===== config.mk =====
export PLATFORM = sky130hd
export DESIGN_NAME = quad_phase_seq
export DESIGN_NICKNAME = d
export VERILOG_FILES = /design/src/rtl/qps_pkg.sv /design/src/rtl/qps_phase_gen.sv /design/src/rtl/qps_fetch.sv /design/src/rtl/qps_exec.sv /design/src/rtl/quad_phase_seq.sv
export SDC_FILE = /design/constraint.sdc
export NUM_CORES = 1
export LEC_CHECK = 0
export BUFFER_PORTS_ARGS = -buffer_cell sky130_fd_sc_hd__buf_2
export CAP_MARGIN = 40
export CELL_PAD_IN_SITES_DETAIL_PLACEMENT = 1
export CELL_PAD_IN_SITES_GLOBAL_PLACEMENT = 1
export CORE_MARGIN = 5
export CORE_UTILIZATION = 30
export CTS_BUF_LIST = sky130_fd_sc_hd__clkbuf_4
export DETAILED_ROUTE_END_ITERATION = 10
export GPL_ROUTABILITY_DRIVEN = 0
export HOLD_SLACK_MARGIN = 0.02
export PLACE_DENSITY_LB_ADDON = 0.1
export SLEW_MARGIN = 5
export SYNTH_ARGS = -nofsm -noshare
export SYNTH_HDL_FRONTEND = slang
export SYNTH_SLANG_ARGS = --single-unit

===== constraint.sdc =====
create_clock -name clk -period 1.5 [get_ports clk]
set_clock_uncertainty 0.05 [all_clocks]
set_input_delay 0.225 -clock clk [delete_from_list [all_inputs] [get_ports clk]]
set_output_delay 0.225 -clock clk [all_outputs]
set_load 0.05 [all_outputs]

===== src/rtl/qps_pkg.sv =====
package qps_pkg;
  localparam int NUM_PHASES = 4;
  localparam int PH_Q1 = 0;
  localparam int PH_Q2 = 1;
  localparam int PH_Q3 = 2;
  localparam int PH_Q4 = 3;
endpackage


===== src/rtl/qps_phase_gen.sv =====
module qps_phase_gen #(
  parameter int NPH = qps_pkg::NUM_PHASES
) (
  input  logic           clk,
  input  logic           rst,
  output logic [NPH-1:0] ph_oh,
  output logic           clk_out
);
  localparam int HALF = NPH / 2;

  logic [NPH-1:0] ph_nxt;

  always_comb begin
    ph_nxt = {ph_oh[NPH-2:0], ph_oh[NPH-1]};
  end

  always_ff @(posedge clk) begin
    if (rst) begin
      ph_oh   <= NPH'(1);
      clk_out <= 1'b1;
    end else begin
      ph_oh   <= ph_nxt;
      clk_out <= |ph_nxt[HALF-1:0];
    end
  end
endmodule


===== src/rtl/qps_fetch.sv =====
module qps_fetch #(
  parameter int              PC_W     = 12,
  parameter int              INSTR_W  = 16,
  parameter int              PC_STEP  = 2,
  parameter logic [PC_W-1:0] RESET_PC = '0,
  parameter logic [INSTR_W-1:0] NOP_WORD = '0
) (
  input  logic               clk,
  input  logic               rst,
  input  logic               cyc_end,
  input  logic               br_take,
  input  logic [PC_W-1:0]    br_target,
  input  logic [INSTR_W-1:0] rdata,
  output logic [PC_W-1:0]    pc,
  output logic [INSTR_W-1:0] flatch,
  output logic [PC_W-1:0]    flatch_pc,
  output logic               flatch_ok
);
  logic [PC_W-1:0] pc_seq;

  always_comb begin
    pc_seq = pc + PC_W'(PC_STEP);
  end

  always_ff @(posedge clk) begin
    if (rst) begin
      pc        <= RESET_PC;
      flatch    <= NOP_WORD;
      flatch_pc <= RESET_PC;
      flatch_ok <= 1'b0;
    end else if (cyc_end) begin
      flatch    <= rdata;
      flatch_pc <= pc;
      flatch_ok <= ~br_take;
      pc        <= br_take ? br_target : pc_seq;
    end
  end
endmodule


===== src/rtl/qps_exec.sv =====
module qps_exec #(
  parameter int                 PC_W     = 12,
  parameter int                 INSTR_W  = 16,
  parameter logic [INSTR_W-1:0] NOP_WORD = '0
) (
  input  logic               clk,
  input  logic               rst,
  input  logic               load_en,
  input  logic               rd_phase,
  input  logic               wr_phase,
  input  logic               end_phase,
  input  logic [INSTR_W-1:0] flatch,
  input  logic [PC_W-1:0]    flatch_pc,
  input  logic               flatch_ok,
  input  logic               rd_req,
  input  logic               wr_req,
  input  logic               br_req,
  output logic [INSTR_W-1:0] ir,
  output logic               ir_ok,
  output logic [PC_W-1:0]    ir_pc,
  output logic               br_take,
  output logic               rd_stb,
  output logic               wr_stb
);
  always_ff @(posedge clk) begin
    if (rst) begin
      ir    <= NOP_WORD;
      ir_ok <= 1'b0;
      ir_pc <= '0;
    end else if (load_en) begin
      ir    <= flatch;
      ir_ok <= flatch_ok;
      ir_pc <= flatch_pc;
    end
  end

  always_comb begin
    br_take = end_phase & ir_ok & br_req;
    rd_stb  = rd_phase  & ir_ok & rd_req;
    wr_stb  = wr_phase  & ir_ok & wr_req;
  end
endmodule


===== src/rtl/quad_phase_seq.sv =====
module quad_phase_seq #(
  parameter int                 PC_W     = 12,
  parameter int                 INSTR_W  = 16,
  parameter int                 PC_STEP  = 2,
  parameter logic [PC_W-1:0]    RESET_PC = '0,
  parameter logic [INSTR_W-1:0] NOP_WORD = '0
) (
  input  logic               clk,
  input  logic               rst,
  output logic [PC_W-1:0]    imem_addr,
  input  logic [INSTR_W-1:0] imem_rdata,
  output logic [INSTR_W-1:0] ex_ir,
  output logic               ex_ir_valid,
  output logic [PC_W-1:0]    ex_pc,
  input  logic               ex_rd_req,
  input  logic               ex_wr_req,
  input  logic               ex_branch,
  input  logic [PC_W-1:0]    ex_target,
  output logic               dmem_rd,
  output logic               dmem_wr,
  output logic [qps_pkg::NUM_PHASES-1:0] phase_o,
  output logic               clk_out
);
  import qps_pkg::*;

  logic [NUM_PHASES-1:0] ph;
  logic [INSTR_W-1:0]    flatch;
  logic [PC_W-1:0]       flatch_pc;
  logic                  flatch_ok;
  logic                  br_take;

  qps_phase_gen #(.NPH(NUM_PHASES)) u_phase (
    .clk(clk), .rst(rst), .ph_oh(ph), .clk_out(clk_out)
  );

  qps_fetch #(
    .PC_W(PC_W), .INSTR_W(INSTR_W), .PC_STEP(PC_STEP),
    .RESET_PC(RESET_PC), .NOP_WORD(NOP_WORD)
  ) u_fetch (
    .clk(clk), .rst(rst), .cyc_end(ph[PH_Q4]),
    .br_take(br_take), .br_target(ex_target), .rdata(imem_rdata),
    .pc(imem_addr), .flatch(flatch), .flatch_pc(flatch_pc),
    .flatch_ok(flatch_ok)
  );

  qps_exec #(
    .PC_W(PC_W), .INSTR_W(INSTR_W), .NOP_WORD(NOP_WORD)
  ) u_exec (
    .clk(clk), .rst(rst), .load_en(ph[PH_Q1]),
    .rd_phase(ph[PH_Q2]), .wr_phase(ph[PH_Q4]), .end_phase(ph[PH_Q4]),
    .flatch(flatch), .flatch_pc(flatch_pc), .flatch_ok(flatch_ok),
    .rd_req(ex_rd_req), .wr_req(ex_wr_req), .br_req(ex_branch),
    .ir(ex_ir), .ir_ok(ex_ir_valid), .ir_pc(ex_pc),
    .br_take(br_take), .rd_stb(dmem_rd), .wr_stb(dmem_wr)
  );

  assign phase_o = ph;
endmodule


==> impl_metrics.csv, run 1 <==
group,metric,value,unit
global_route,grt_pass1_vias,2570,
floorplanning,die_w,109,µm
clock_tree,max-clock-path-buffers,2,
worst_setup_path,crit_type,"reg -> out",
drt,wl,8.31,mm
worst_setup_path,crit_path_frequent_cell,"buf_8",
min_path,hold_path.class,"in -> reg",
placement,dp_cells,509,
synthesis,synth_ff_type,"dfxtp_1",
clock_tree,cts_tree,"done",
finish,diodes,0,
drt,ant_nets,0,
clock_tree,clock_tree.root_cell,"clkbuf_4",
finish,area.growth.synth_to_final,37.3,%
sta,finalCriticalPeriod,1.48,ns
clock_tree,cts.sinks,75,
finish,design_area,4070,µm²
status,status,"complete, no violations",
sta,hold_viol,0,
synthesis,avgSynthCellArea,9.74,µm²
finish,final_core_utilization,0.420,
worst_setup_path,cp.required,1.22,ns
clock_tree,cts.clk_slew.worst_paths,0.13,ns
global_route,grt_overflow,0,
finish,layout_commonest_cell,"buf_2",
synthesis,yosys_warnings,0,
sta,hold_slack,0.0627,ns
clock_tree,h-tree-depth,3,
worst_setup_path,crit_family,"flip-flops",
finish,layout_common_cells,"buf_2, nor2_1, dfxtp_1",
placement,place.port_buffers,80,
synthesis,synth_nets,338,
sta,setup_viol,0,
drt,drtIter0Drc,67,
drt,first_pass_iters,4,
placement,dpl_cell_area,3600,µm²
worst_setup_path,cp-start-kind,"register",
synthesis,seq_area_frac_synth,0.507,
worst_setup_path,crit_chain,"buf_8, and3_4, buf_8",
run,cap_violations,0,
global_route,antenna_found_initial,0,
synthesis,ys_types,35,
pwr,irDropWorstVdd,0.485,mV
worst_setup_path,critPathMaxFanout,4,
global_route,track_usage,0.143,
finish,finalNetCount,447,
sta,rsz0062_at_grt,"yes",
global_route,grt_start_max_net_pins,26,
floorplanning,core_area,9680,µm²
synthesis,syn_inst,304,
worst_setup_path,critical-path-max-stage-delay,0.36,ns
sta,timing.slew.headroom,0.732,
synthesis,synth_edf_count,0,
sta,max_freq,0.677,GHz
global_route,grt_pass1_wl,13.3,mm
floorplanning,die-height,109,µm
sta,period_share,0.984,
finish,layout-drive-gt1-share,0.333,
synthesis,syn_area,2960,µm²
worst_setup_path,worst_ep_arrival_time,1.20,ns
sta,worst_slew_pin_slew,0.402,ns
drt,wl_per_cell,15.1,µm
worst_setup_path,crit_buf_inv,2,
pwr,powerDensity,933,nW/µm²
pwr,p_leak,1.78,nW
drt,vias_per_cell,4.47,
placement,place_hpwl,5.71,mm
clock_tree,clock_latency,0.40,ns
synthesis,synthArstFlopShare,0,
drt,dr_total_vias,2462,
drt,drc,0,
floorplanning,ios,81,
floorplanning,row_count,36,
synthesis,ys_ff_latch,75,
worst_setup_path,endpoint_kind,"primary output",
clock_tree,numCtsBuffers,9,
floorplanning,die_area,12000,µm²
sta,slew_violations,0,
finish,fillers,1115,
worst_setup_path,critPathSlowestCell,"dfxtp_2",
floorplanning,initial_core_util,0.306,
finish,final_cells,551,
==> path summary, 6_finish.rpt <==
kind                                        from                to  slack, ns  cells after the start
worst max-delay path                u_exec.ir_ok           dmem_wr       0.02                      3
worst min-delay path                ex_target[7]     u_fetch.pc[7]       0.06                      3
worst min register to register  u_phase.ph_oh[2]  u_phase.ph_oh[3]       0.42                      1
worst max register to register      u_exec.ir_ok     u_fetch.pc[6]       0.10                      7
==> Yosys cell counts, drive strengths merged (3+ instances only) <==
cell type / n / area [µm²]
dfxtp: 75 / 1500
a311oi: 4 / 35.0
o21ai: 12 / 60.1
nor2: 64 / 240
mux2i: 57 / 571
nand4: 7 / 50.1
nand3: 4 / 20.0
and3: 5 / 31.3
a21oi: 4 / 20.0
a22oi: 3 / 22.5
nor3: 3 / 15.0
nand2b: 5 / 31.3
nor2b: 8 / 50.1
clkbuf: 9 / 33.8
nand2: 10 / 37.5
buf: 17 / 106
==> flip-flops by register name (all words and copies together), names as in the netlist <==
register	count
u_phase.ph_oh	4
u_fetch.pc	12
u_exec.ir	16
u_exec.ir_ok	1
u_phase.clk_out	1
u_fetch.flatch	16
u_fetch.flatch_pc	12
u_fetch.flatch_ok	1
u_exec.ir_pc	12
==> cell type report <==
type / count / area, µm² / share of cell area
Tap cell: 133 / 166 / 0.0409
Multi-Input combinational cell: 201 / 1330 / 0.327
Timing Repair Buffer: 124 / 885 / 0.217
Sequential cell: 75 / 1520 / 0.374
Clock inverter: 5 / 77.6 / 0.0191
Inverter: 2 / 7.51 / 0.00185
Clock buffer: 11 / 82.6 / 0.0203
==> per-layer routing <==
metal  GRT usage  part of all wire
met3      0.0335             0.054
met5           0                 0
met1       0.184              0.47
met2       0.227              0.45
met4      0.0703             0.025
==> worst min-delay path, delay by kind of cell <==
kind	cells	cell delay, ns
buffers and inverters	1	0.09
AOI/OAI and AO/OA	2	0.16
==> power by group <==
group	switching, mW	internal [mW]
Sequential	0.0247	2.02
Clock	0.704	0.710
Combinational	0.181	0.160
Total	0.909	2.89
==> per-stage QoR <==
| stage | TNS [ns] | setup WS, ns | power, mW |
|---|---|---|---|
| after floorplan | -0.0332 | -0.0332 | 2.26 |
| after global placement | 0 | 0.145 | 2.38 |
| after detailed placement | 0 | 0.0834 | 2.38 |
| after CTS | -0.0178 | -0.00964 | 3.87 |
| after global routing | -0.107 | -0.0585 | 3.98 |
| final | 0 | 0.0235 | 3.79 |
==> timing repair <==
item / in CTS / in global routing
setup buffers: 5 / 2
hold endpoints to repair: 19 / 0
endpoints found under the setup margin: 6 / 11
hold buffers: 19 / 0
resized for setup: 13 / 11
pin swaps: 0 / 2
==> cells by family after synthesis <==
| family | synth area share |
|---|---|
| compound gates | 0.0684 |
| xor+xnor | 0.00296 |
| fa+ha+maj | 0.00422 |
| buf+inv | 0.0499 |
| flops | 0.507 |
| mux | 0.193 |
| simple gates | 0.175 |
Power figures use the tool's default switching activity.
==> inputs of run 2 (changes only) <==
- clock period: 1.5 -> 1.2 ns (I/O delays scaled with it)
==> run 2 against run 1 <==
Net effect:
- critical endpoint is now dmem_rd
- worst setup slack worse by 0.25 ns
- total power increased by 32%
- global-route usage up 2.1 points
- combinational power up 69%
- highest routed layer is now met5
- clock power increased by 38%
- count of clock-buffer cells in the layout shrank 1
- sequential power is 24% higher
- die area is the same
- via count up 11%
- final cell count increased by 8.3%
- flip-flop and latch count unchanged
- the flow now finishes with violations (setup timing)
==> impl_metrics.csv, run 2 (synthesis results as in run 1) <==
group,metric,value,unit
finish,area.growth.synth_to_final,72.8,%
sta,slew_violations,0,
sta,period_share,1.18,
worst_setup_path,cp.required,0.97,ns
drt,vias_per_cell,4.56,
sta,timing.slew.headroom,0.815,
drt,wl,9.51,mm
worst_setup_path,crit_buf_inv,2,
min_path,min_delay_path_depth,3,
finish,finalNetCount,494,
drt,first_pass_iters,4,
global_route,track_usage,0.164,
sta,worst_slew_pin_slew,0.277,ns
clock_tree,numCtsBuffers,9,
clock_tree,cts_tree,"done",
drt,ant_nets,0,
placement,place.port_buffers,80,
worst_setup_path,rr_worst_depth,6,
clock_tree,cts.sinks,75,
floorplanning,core_area,9680,µm²
worst_setup_path,cp-start-kind,"register",
sta,hold_viol,0,
global_route,grt_pass1_wl,15.1,mm
clock_tree,cts.clk_slew.worst_paths,0.12,ns
floorplanning,die_area,12000,µm²
drt,drc,0,
floorplanning,ios,81,
finish,layout-drive-gt1-share,0.511,
global_route,grt_overflow,0,
worst_setup_path,crit_family,"flip-flops",
finish,layout_common_cells,"nor2_1, mux2i_1, buf_4",
worst_setup_path,endpoint_kind,"primary output",
sta,setup_viol,23,
worst_setup_path,regToRegEndpoint,"u_fetch.pc[10]",
sta,fin_ws,-0.222,ns
sta,finalCriticalPeriod,1.42,ns
worst_setup_path,crit_type,"reg -> out",
clock_tree,clock_latency,0.40,ns
floorplanning,die-height,109,µm
clock_tree,clock_tree.root_cell,"clkbuf_4",
sta,rsz0062_at_grt,"yes",
worst_setup_path,crit_chain,"buf_6, and3_4, buf_8",
run,cap_violations,0,
floorplanning,row_count,36,
pwr,irDropWorstVdd,0.644,mV
sta,hold_slack,0.0805,ns
placement,dp_cells,525,
min_path,hp-start,"ex_target[11]",
worst_setup_path,critPathSlowestCell,"dfxtp_4",
worst_setup_path,critPathMaxFanout,3,
placement,place_hpwl,5.92,mm
floorplanning,initial_core_util,0.306,
min_path,hold_path.class,"in -> reg",
sta,max_freq,0.703,GHz
worst_setup_path,critical-path-max-stage-delay,0.39,ns
drt,dr_total_vias,2721,
finish,final_cells,597,
worst_setup_path,ff2ff_setup_slack,-0.18,ns
finish,diodes,0,
floorplanning,die_w,109,µm
clock_tree,max-clock-path-buffers,2,
global_route,grt_pass1_vias,2961,
worst_setup_path,worst_ep_arrival_time,1.19,ns
drt,wl_per_cell,15.9,µm
drt,drtIter0Drc,113,
global_route,grt_start_max_net_pins,25,
global_route,antenna_found_initial,1,
finish,top_regs,"u_exec.ir x16, u_fetch.flatch x16",
status,violations,"setup timing",
status,status,"complete, but fails checks",
clock_tree,h-tree-depth,3,
pwr,powerDensity,982,nW/µm²
finish,layout_commonest_cell,"nor2_1",
worst_setup_path,r2r_start,"u_exec.ir_ok",
min_path,hold_path_end,"u_fetch.pc[11]",
pwr,p_leak,2.19,nW
-- run 2: repair_timing --
action,4_1_cts,5_1_grt
resized for setup,169,44
endpoints found under the setup margin,58,75
pin swaps,19,12
endpoints found under the hold margin,21,0
hold buffers,21,0
setup buffers,26,5
gates cloned,4,1
-- run 2: area by class of cell --
class | count | area, µm²
clock buffers | 10 | 75.1
clock inverters | 5 | 103
fillers | 1096 | 4570
inverters | 2 | 7.51
multi-input cells | 203 | 1460
flip-flops and latches | 75 | 1600
well taps | 133 | 166
repair buffers | 169 | 1710
-- run 2: power breakdown --
part           switching (mW)  internal [mW]  total, mW
sequential             0.0234           2.49       2.52
clock                   0.871           1.07       1.94
combinational           0.275          0.299      0.574
total                    1.17           3.86       5.03
-- run 2: worst min-delay path: stages --
cell and delay [ns]:
buf_2 0.09, nand4_1 0.12, a311oi_1 0.10
-- run 2: how the worst max path moves through the flow --
stage	to	depth (start not counted)	slack [ns]	startpoint
global placement	u_fetch.pc[9]	4	-0.06	u_fetch.pc[6]
CTS	dmem_wr	3	-0.26	u_phase.ph_oh[3]
detailed placement	u_fetch.pc[10]	3	-0.09	u_fetch.pc[6]
global route	dmem_wr	3	-0.28	u_exec.ir_ok
finish	dmem_rd	3	-0.22	u_exec.ir_ok
floorplan	u_fetch.pc[9]	5	-0.17	u_fetch.pc[3]
-- run 2: per-layer routing --
metal | vias up | routed length [µm] | GRT usage | part of all wire
li1 | 1355 | - | - | -
met1 | 1290 | 4130 | 0.197 | 0.43
met2 | 60 | 4750 | 0.288 | 0.50
met3 | 14 | 452 | 0.0376 | 0.048
met4 | 2 | 171 | 0.0588 | 0.018
met5 | - | 13 | 0 | 0.0014
-- run 2: through the flow --
| stage | area, µm² | util | power (mW) | setup WS [ns] | TNS, ns |
|---|---|---|---|---|---|
| detailed placement | 3770 | 0.389 | 2.99 | -0.0924 | -0.333 |
| CTS | 4920 | 0.508 | 5.07 | -0.258 | -2.93 |
| floorplan | 3070 | - | 2.82 | -0.166 | -0.633 |
| global route | 5120 | 0.529 | 5.25 | -0.283 | -4.56 |
| global placement | 3770 | 0.389 | 2.99 | -0.0560 | -0.140 |
| finish | 5120 | 0.529 | 5.03 | -0.222 | -2.66 |
